**src/rtl/adc_seq_pkg.sv**
```systemverilog
package adc_seq_pkg;
    localparam int NUM_IN = 16;
    localparam int SEL_W  = $clog2(NUM_IN);
    localparam int CNT_W  = SEL_W + 1;

    typedef enum logic {
        PH_A = 1'b0,
        PH_B = 1'b1
    } phase_e;

    typedef struct packed {
        logic              scan_en;
        logic              alt_en;
        logic [SEL_W-1:0]  pos_a;
        logic              neg_a;
        logic [SEL_W-1:0]  pos_b;
        logic              neg_b;
        logic [NUM_IN-1:0] mask;
        logic [CNT_W-1:0]  spi;
    } cfg_t;

    typedef struct packed {
        phase_e            phase;
        logic [SEL_W-1:0]  start;
        logic [CNT_W-1:0]  cnt;
    } seq_st_t;

    localparam seq_st_t ST_IDLE = '{phase: PH_A, start: '0, cnt: '0};

    function automatic logic [CNT_W-1:0] eff_limit(input logic [CNT_W-1:0] spi);
        return (spi == '0) ? CNT_W'(1) : spi;
    endfunction

    function automatic logic [SEL_W-1:0] lowest_set(input logic [NUM_IN-1:0] v);
        logic [SEL_W-1:0] r;
        r = '0;
        for (int i = NUM_IN - 1; i >= 0; i--) begin
            if (v[i]) r = SEL_W'(i);
        end
        return r;
    endfunction
endpackage

```
**src/rtl/adc_seq_cfg.sv**
```systemverilog
module adc_seq_cfg
    import adc_seq_pkg::*;
(
    input  logic clk,
    input  logic rst,
    input  logic we,
    input  cfg_t cfg_in,
    output cfg_t cfg_q
);
    always_ff @(posedge clk) begin
        if (rst)     cfg_q <= '0;
        else if (we) cfg_q <= cfg_in;
    end
endmodule

```
**src/rtl/adc_seq_scan.sv**
```systemverilog
module adc_seq_scan
    import adc_seq_pkg::*;
(
    input  logic [NUM_IN-1:0] mask,
    input  logic [SEL_W-1:0]  start,
    output logic [SEL_W-1:0]  pick
);
    logic [NUM_IN-1:0] upper;

    for (genvar i = 0; i < NUM_IN; i++) begin : g_upper
        assign upper[i] = mask[i] && (start <= SEL_W'(i));
    end

    always_comb begin
        if (|upper)     pick = lowest_set(upper);
        else if (|mask) pick = lowest_set(mask);
        else            pick = '0;
    end
endmodule

```
**src/rtl/adc_seq_ctrl.sv**
```systemverilog
module adc_seq_ctrl
    import adc_seq_pkg::*;
(
    input  logic             clk,
    input  logic             rst,
    input  logic             cfg_we,
    input  logic             sample_done,
    input  cfg_t             cfg_q,
    input  logic [SEL_W-1:0] scan_pick,
    output seq_st_t          st,
    output logic             intr
);
    logic [CNT_W-1:0] cnt_inc;
    assign cnt_inc = st.cnt + CNT_W'(1);

    always_ff @(posedge clk) begin
        if (rst) begin
            st   <= ST_IDLE;
            intr <= 1'b0;
        end else begin
            intr <= 1'b0;
            if (cfg_we) begin
                st <= ST_IDLE;
            end else if (sample_done) begin
                if (cnt_inc == eff_limit(cfg_q.spi)) begin
                    intr <= 1'b1;
                    st   <= ST_IDLE;
                end else begin
                    st.cnt <= cnt_inc;
                    if (cfg_q.scan_en && st.phase == PH_A)
                        st.start <= scan_pick + SEL_W'(1);
                    if (cfg_q.alt_en)
                        st.phase <= (st.phase == PH_A) ? PH_B : PH_A;
                end
            end
        end
    end

    p_intr_restart_r7: assert property (@(posedge clk) disable iff (rst)
        intr |-> (st.phase == PH_A && st.start == '0 && st.cnt == '0));

    p_cfg_restart_r11: assert property (@(posedge clk) disable iff (rst)
        $past(cfg_we) |-> (st.cnt == '0 && st.phase == PH_A && !intr));
endmodule

```
**src/rtl/adc_seq.sv**
```systemverilog
module adc_seq
    import adc_seq_pkg::*;
(
    input  logic              clk,
    input  logic              rst,
    input  logic              cfg_we,
    input  logic              cfg_scan_en,
    input  logic              cfg_alt_en,
    input  logic [SEL_W-1:0]  cfg_pos_a,
    input  logic              cfg_neg_a,
    input  logic [SEL_W-1:0]  cfg_pos_b,
    input  logic              cfg_neg_b,
    input  logic [NUM_IN-1:0] cfg_mask,
    input  logic [CNT_W-1:0]  cfg_spi,
    input  logic              sample_done,
    output logic [SEL_W-1:0]  pos_sel,
    output logic              neg_sel,
    output logic              intr
);
    cfg_t             cfg_in, cfg_q;
    seq_st_t          st;
    logic [SEL_W-1:0] scan_pick;

    always_comb begin
        cfg_in.scan_en = cfg_scan_en;
        cfg_in.alt_en  = cfg_alt_en;
        cfg_in.pos_a   = cfg_pos_a;
        cfg_in.neg_a   = cfg_neg_a;
        cfg_in.pos_b   = cfg_pos_b;
        cfg_in.neg_b   = cfg_neg_b;
        cfg_in.mask    = cfg_mask;
        cfg_in.spi     = cfg_spi;
    end

    adc_seq_cfg u_cfg (
        .clk   (clk),
        .rst   (rst),
        .we    (cfg_we),
        .cfg_in(cfg_in),
        .cfg_q (cfg_q)
    );

    adc_seq_scan u_scan (
        .mask (cfg_q.mask),
        .start(st.start),
        .pick (scan_pick)
    );

    adc_seq_ctrl u_ctrl (
        .clk        (clk),
        .rst        (rst),
        .cfg_we     (cfg_we),
        .sample_done(sample_done),
        .cfg_q      (cfg_q),
        .scan_pick  (scan_pick),
        .st         (st),
        .intr       (intr)
    );

    always_comb begin
        if (st.phase == PH_B) begin
            pos_sel = cfg_q.pos_b;
            neg_sel = cfg_q.neg_b;
        end else begin
            pos_sel = cfg_q.scan_en ? scan_pick : cfg_q.pos_a;
            neg_sel = cfg_q.neg_a;
        end
    end

    p_sel_hold_r12: assert property (@(posedge clk) disable iff (rst)
        (!$past(sample_done) && !$past(cfg_we)) |-> ($stable(pos_sel) && $stable(neg_sel)));

    p_intr_cause_r8: assert property (@(posedge clk) disable iff (rst)
        intr |-> ($past(sample_done) && !$past(cfg_we)));

    p_scan_member_r4: assert property (@(posedge clk) disable iff (rst)
        (cfg_q.scan_en && (|cfg_q.mask) && st.phase == PH_A) |-> cfg_q.mask[pos_sel]);

    p_empty_mask_r10: assert property (@(posedge clk) disable iff (rst)
        (cfg_q.scan_en && cfg_q.mask == '0 && st.phase == PH_A) |-> pos_sel == '0);

    p_fixed_pair_r2: assert property (@(posedge clk) disable iff (rst)
        (!cfg_q.scan_en && !cfg_q.alt_en) |-> (pos_sel == cfg_q.pos_a && neg_sel == cfg_q.neg_a));
endmodule

```
**config.mk**
```make
export PLATFORM = sky130hd
export DESIGN_NAME = adc_seq
export DESIGN_NICKNAME = d
export VERILOG_FILES = /design/src/rtl/adc_seq_pkg.sv /design/src/rtl/adc_seq_cfg.sv /design/src/rtl/adc_seq_scan.sv /design/src/rtl/adc_seq_ctrl.sv /design/src/rtl/adc_seq.sv
export SDC_FILE = /design/constraint.sdc
export NUM_CORES = 1
export LEC_CHECK = 0
export BUFFER_PORTS_ARGS = -buffer_cell sky130_fd_sc_hd__buf_2
export CAP_MARGIN = 30
export CORE_MARGIN = 2
export CORE_UTILIZATION = 51
export CTS_BUF_LIST = sky130_fd_sc_hd__clkbuf_16
export CTS_CLUSTER_DIAMETER = 30
export CTS_CLUSTER_SIZE = 24
export DETAILED_ROUTE_END_ITERATION = 8
export PLACE_DENSITY = 0.78
export SYNTH_ARGS = -nofsm -noshare
export SYNTH_HDL_FRONTEND = slang
export SYNTH_SLANG_ARGS = --single-unit
```
**constraint.sdc**
```tcl
create_clock -name clk -period 2.16 [get_ports clk]
set_input_delay 0.324 -clock clk [delete_from_list [all_inputs] [get_ports clk]]
set_output_delay 0.324 -clock clk [all_outputs]
set_load 0.1 [all_outputs]
```
==> impl_metrics.toml <==
[route]
antenna_left = 0
drt-total-wl_microns = 8640
vias_per_cell = 5.97
wl_per_cell_microns = 18.0
vias = 2867
drcViolationCount = 0
drt_first_pass_iters = 5
dr.first_iter.drc_count = 209

[floorplanning]
rows = 25
io_pins = 43
die-width_microns = 75.0
fp.dieH_microns = 75.0
die_area_sq_mm = 0.00562
core_area_sq_mm = 0.00479
initial_utilization_pct = 53.7

[layout]
n_antenna_cell = 0
final_common_cell = "buf_4"
multi_input_area_sq_mm = 0.00185
fin_nets = 451
drive_above_1_share_pct = 44.8
regArea_sq_um = 910
fin_area_sq_mm = 0.00391
fillers = 279
synthToLayoutAreaGrowth_pct = 52.2
most-common-layout-cells = "65 x buf_4, 55 x nor2_1, 38 x buf_2"

[logic_synthesis]
async_reset_ff_share_pct = 0
synth_fp_nets = 347
synth_top_area_share_pct = 34.3
synth_area_leader_cell = "dfxtp_1"
synthCells = 308
syn_avg_cell_area_sq_um = 8.34
ys_types = 60
synth-seq-cells = 44
synth.area.top_cells = "dfxtp_1 34%, mux2i_1 14%, nor2_1 8.3%"
synth_edf_count = 0
synth_seq_area_share_pct = 34.3
synth_area_sq_mm = 0.00257
yosysWarnings = 0
ys.flop_type = "dfxtp_1"

[pwr]
powerDensity_mw_per_mm2 = 656
vdd_ir_drop_max_mv = 0.602
p_leak_nw = 1.75

[grt]
grt_remaining_overflow = 0
grt_max_degree = 23
grt_pass1_wl_microns = 13300
grt_pass1_vias = 2851
gr-usage-all-layers_pct = 31.3
antenna_found_initial = 0

[clock_tree]
path_clk_slew_ps = 60
cts_max_level = 2
cts_made_buffers = 5
max-clock-path-buffers = 2
clk_latency_ps = 290
cts-root-buf = "clkbuf_16"
cts.sinks = 44
cts_tree = "built"
holdBufCountCts = 0

[critical_path]
worstRegToRegCells = 9
cp-endpoint = "pos_sel[1]"
cp-startpoint = "u_ctrl.st[5]$_SDFFE_PP0P_"
regToRegSetupSlack_ps = -260
reg2reg_to = "u_ctrl.st[8]$_SDFFE_PP0P_"
arrival_ps = 2380
critPathLaunchType = "flip-flop"
r2r-start = "u_ctrl.st[5]$_SDFFE_PP0P_"
cp_max_fo = 7
end_kind = "primary output"
critical_path_class = "flip-flop to primary output"
worstPathRequired_ps = 1840

[status]
violations = "setup timing"
outcome = "finished with violations"

[sta]
setup_viol = 7
skew_ps = 2.42
fmax_mhz = 369
fin_setup_tns_ps = -2630
max_slew_margin_pct = 67.8
rsz0062_at_grt = "yes"
worst_pin_slew_ps = 487
period_needed_ps = 2710
final_hold_viol_count = 0
finalCritPeriodShare_pct = 125
maxSlewViolCount = 0
setup_slack_ps = -547

[place]
hpwlAfterDp_microns = 5120
portBuffers = 42
place.gp.congestion = 0.926
dpl_cell_area_sq_mm = 0.00333

[job]
cap_violations = 0

[worst_hold_path]
min_path_type = "primary input to flip-flop"
worst max-delay path, cell delays in order (launching register included):
cell and delay [ps]:
dfxtp_4 380, or2b_1 260, a21o_1 210, a21boi_4 220, nand4_4 140, o41ai_4 290, mux2i_2 170, o21ai_4 210
buf_12 190
report_power, final:
part / total, mW / switching (mW) / internal [mW]
combinational: 0.791 / 0.405 / 0.387
clock: 0.873 / 0.330 / 0.543
sequential: 0.900 / 0.0521 / 0.848
sequential cells by signal, summed over array words and instances, names as in the netlist:
name	flops
u_cfg.cfg_q	33
u_ctrl.st	10
u_ctrl.intr	1
how the worst min path moves through the flow:
stage	start	to	slack, ps	depth (start not counted)
floorplan	u_cfg.cfg_q[21]$_SDFFE_PP0P_	u_cfg.cfg_q[21]$_SDFFE_PP0P_	450	2
global placement	u_cfg.cfg_q[26]$_SDFFE_PP0P_	u_cfg.cfg_q[26]$_SDFFE_PP0P_	470	2
detailed placement	u_cfg.cfg_q[28]$_SDFFE_PP0P_	u_cfg.cfg_q[28]$_SDFFE_PP0P_	480	2
CTS	cfg_spi[2]	u_cfg.cfg_q[2]$_SDFFE_PP0P_	270	3
global route	cfg_spi[2]	u_cfg.cfg_q[2]$_SDFFE_PP0P_	280	3
finish	cfg_spi[4]	u_cfg.cfg_q[4]$_SDFFE_PP0P_	270	3
area by class of cell:
type                       count  share of cell area (%)
multi-input combinational    238                    47.4
sequential                    44                    23.3
clock inverter                 3                    1.09
inverter                       7                   0.672
clock buffer                   5                    3.20
tap                           67                    2.14
timing repair buffer         116                    22.2
per-stage QoR:
stage          power (mW)  setup slack, ps  utilization [%]  std cells  hold WS (ps)
6_report             2.56             -547             81.7        480           272
5_1_grt              2.65             -611             81.7        480           279
4_1_cts              2.48             -424             78.7        473           268
3_5_place_dp         1.53             -278             69.6        451           484
3_3_place_gp         1.52             -258             69.6        451           472
2_1_floorplan        1.31             -249                -        308           454
routing by layer:
layer	vias to the layer above	part of all wire [%]	track usage [%]
met5	-	0	0
met4	0	4.5	14.7
met3	43	5.8	4.69
met2	147	50	54.3
met1	1370	40	37.9
li1	1307	-	-
synthesized netlist by cell type (3+ instances only):
cell	n
a21boi_2	3
a21oi_1	13
a22oi_1	4
and2_1	3
and3_1	3
clkbuf_1	13
dfxtp_1	44
inv_1	7
mux2i_1	37
nand2_1	18
nand2b_1	4
nand3_1	7
nand3b_1	4
nor2_1	57
nor2b_1	8
nor3_1	6
o211ai_1	3
o21ai_0	12
or2_2	3
xnor2_1	5
timing repair:
item / CTS / global route
resized for setup: 44 / 24
setup endpoints to repair: 7 / 10
buffers inserted: 17 / 8
pin swaps: 20 / 22
cell families (layout without fill, tap and decap cells):
logic type,Yosys count,after routing,share of synthesized area [%]
and+or+nand+nor,125,125,23.9
AOI/OAI and AO/OA,65,65,18.6
DFF,44,44,34.3
muxes,39,39,15.3
buffers and inverters,26,131,4.63
xor gates and xnor gates,7,7,2.39
adders and majority gates,2,2,0.974
(Power assumes the default switching activity.)
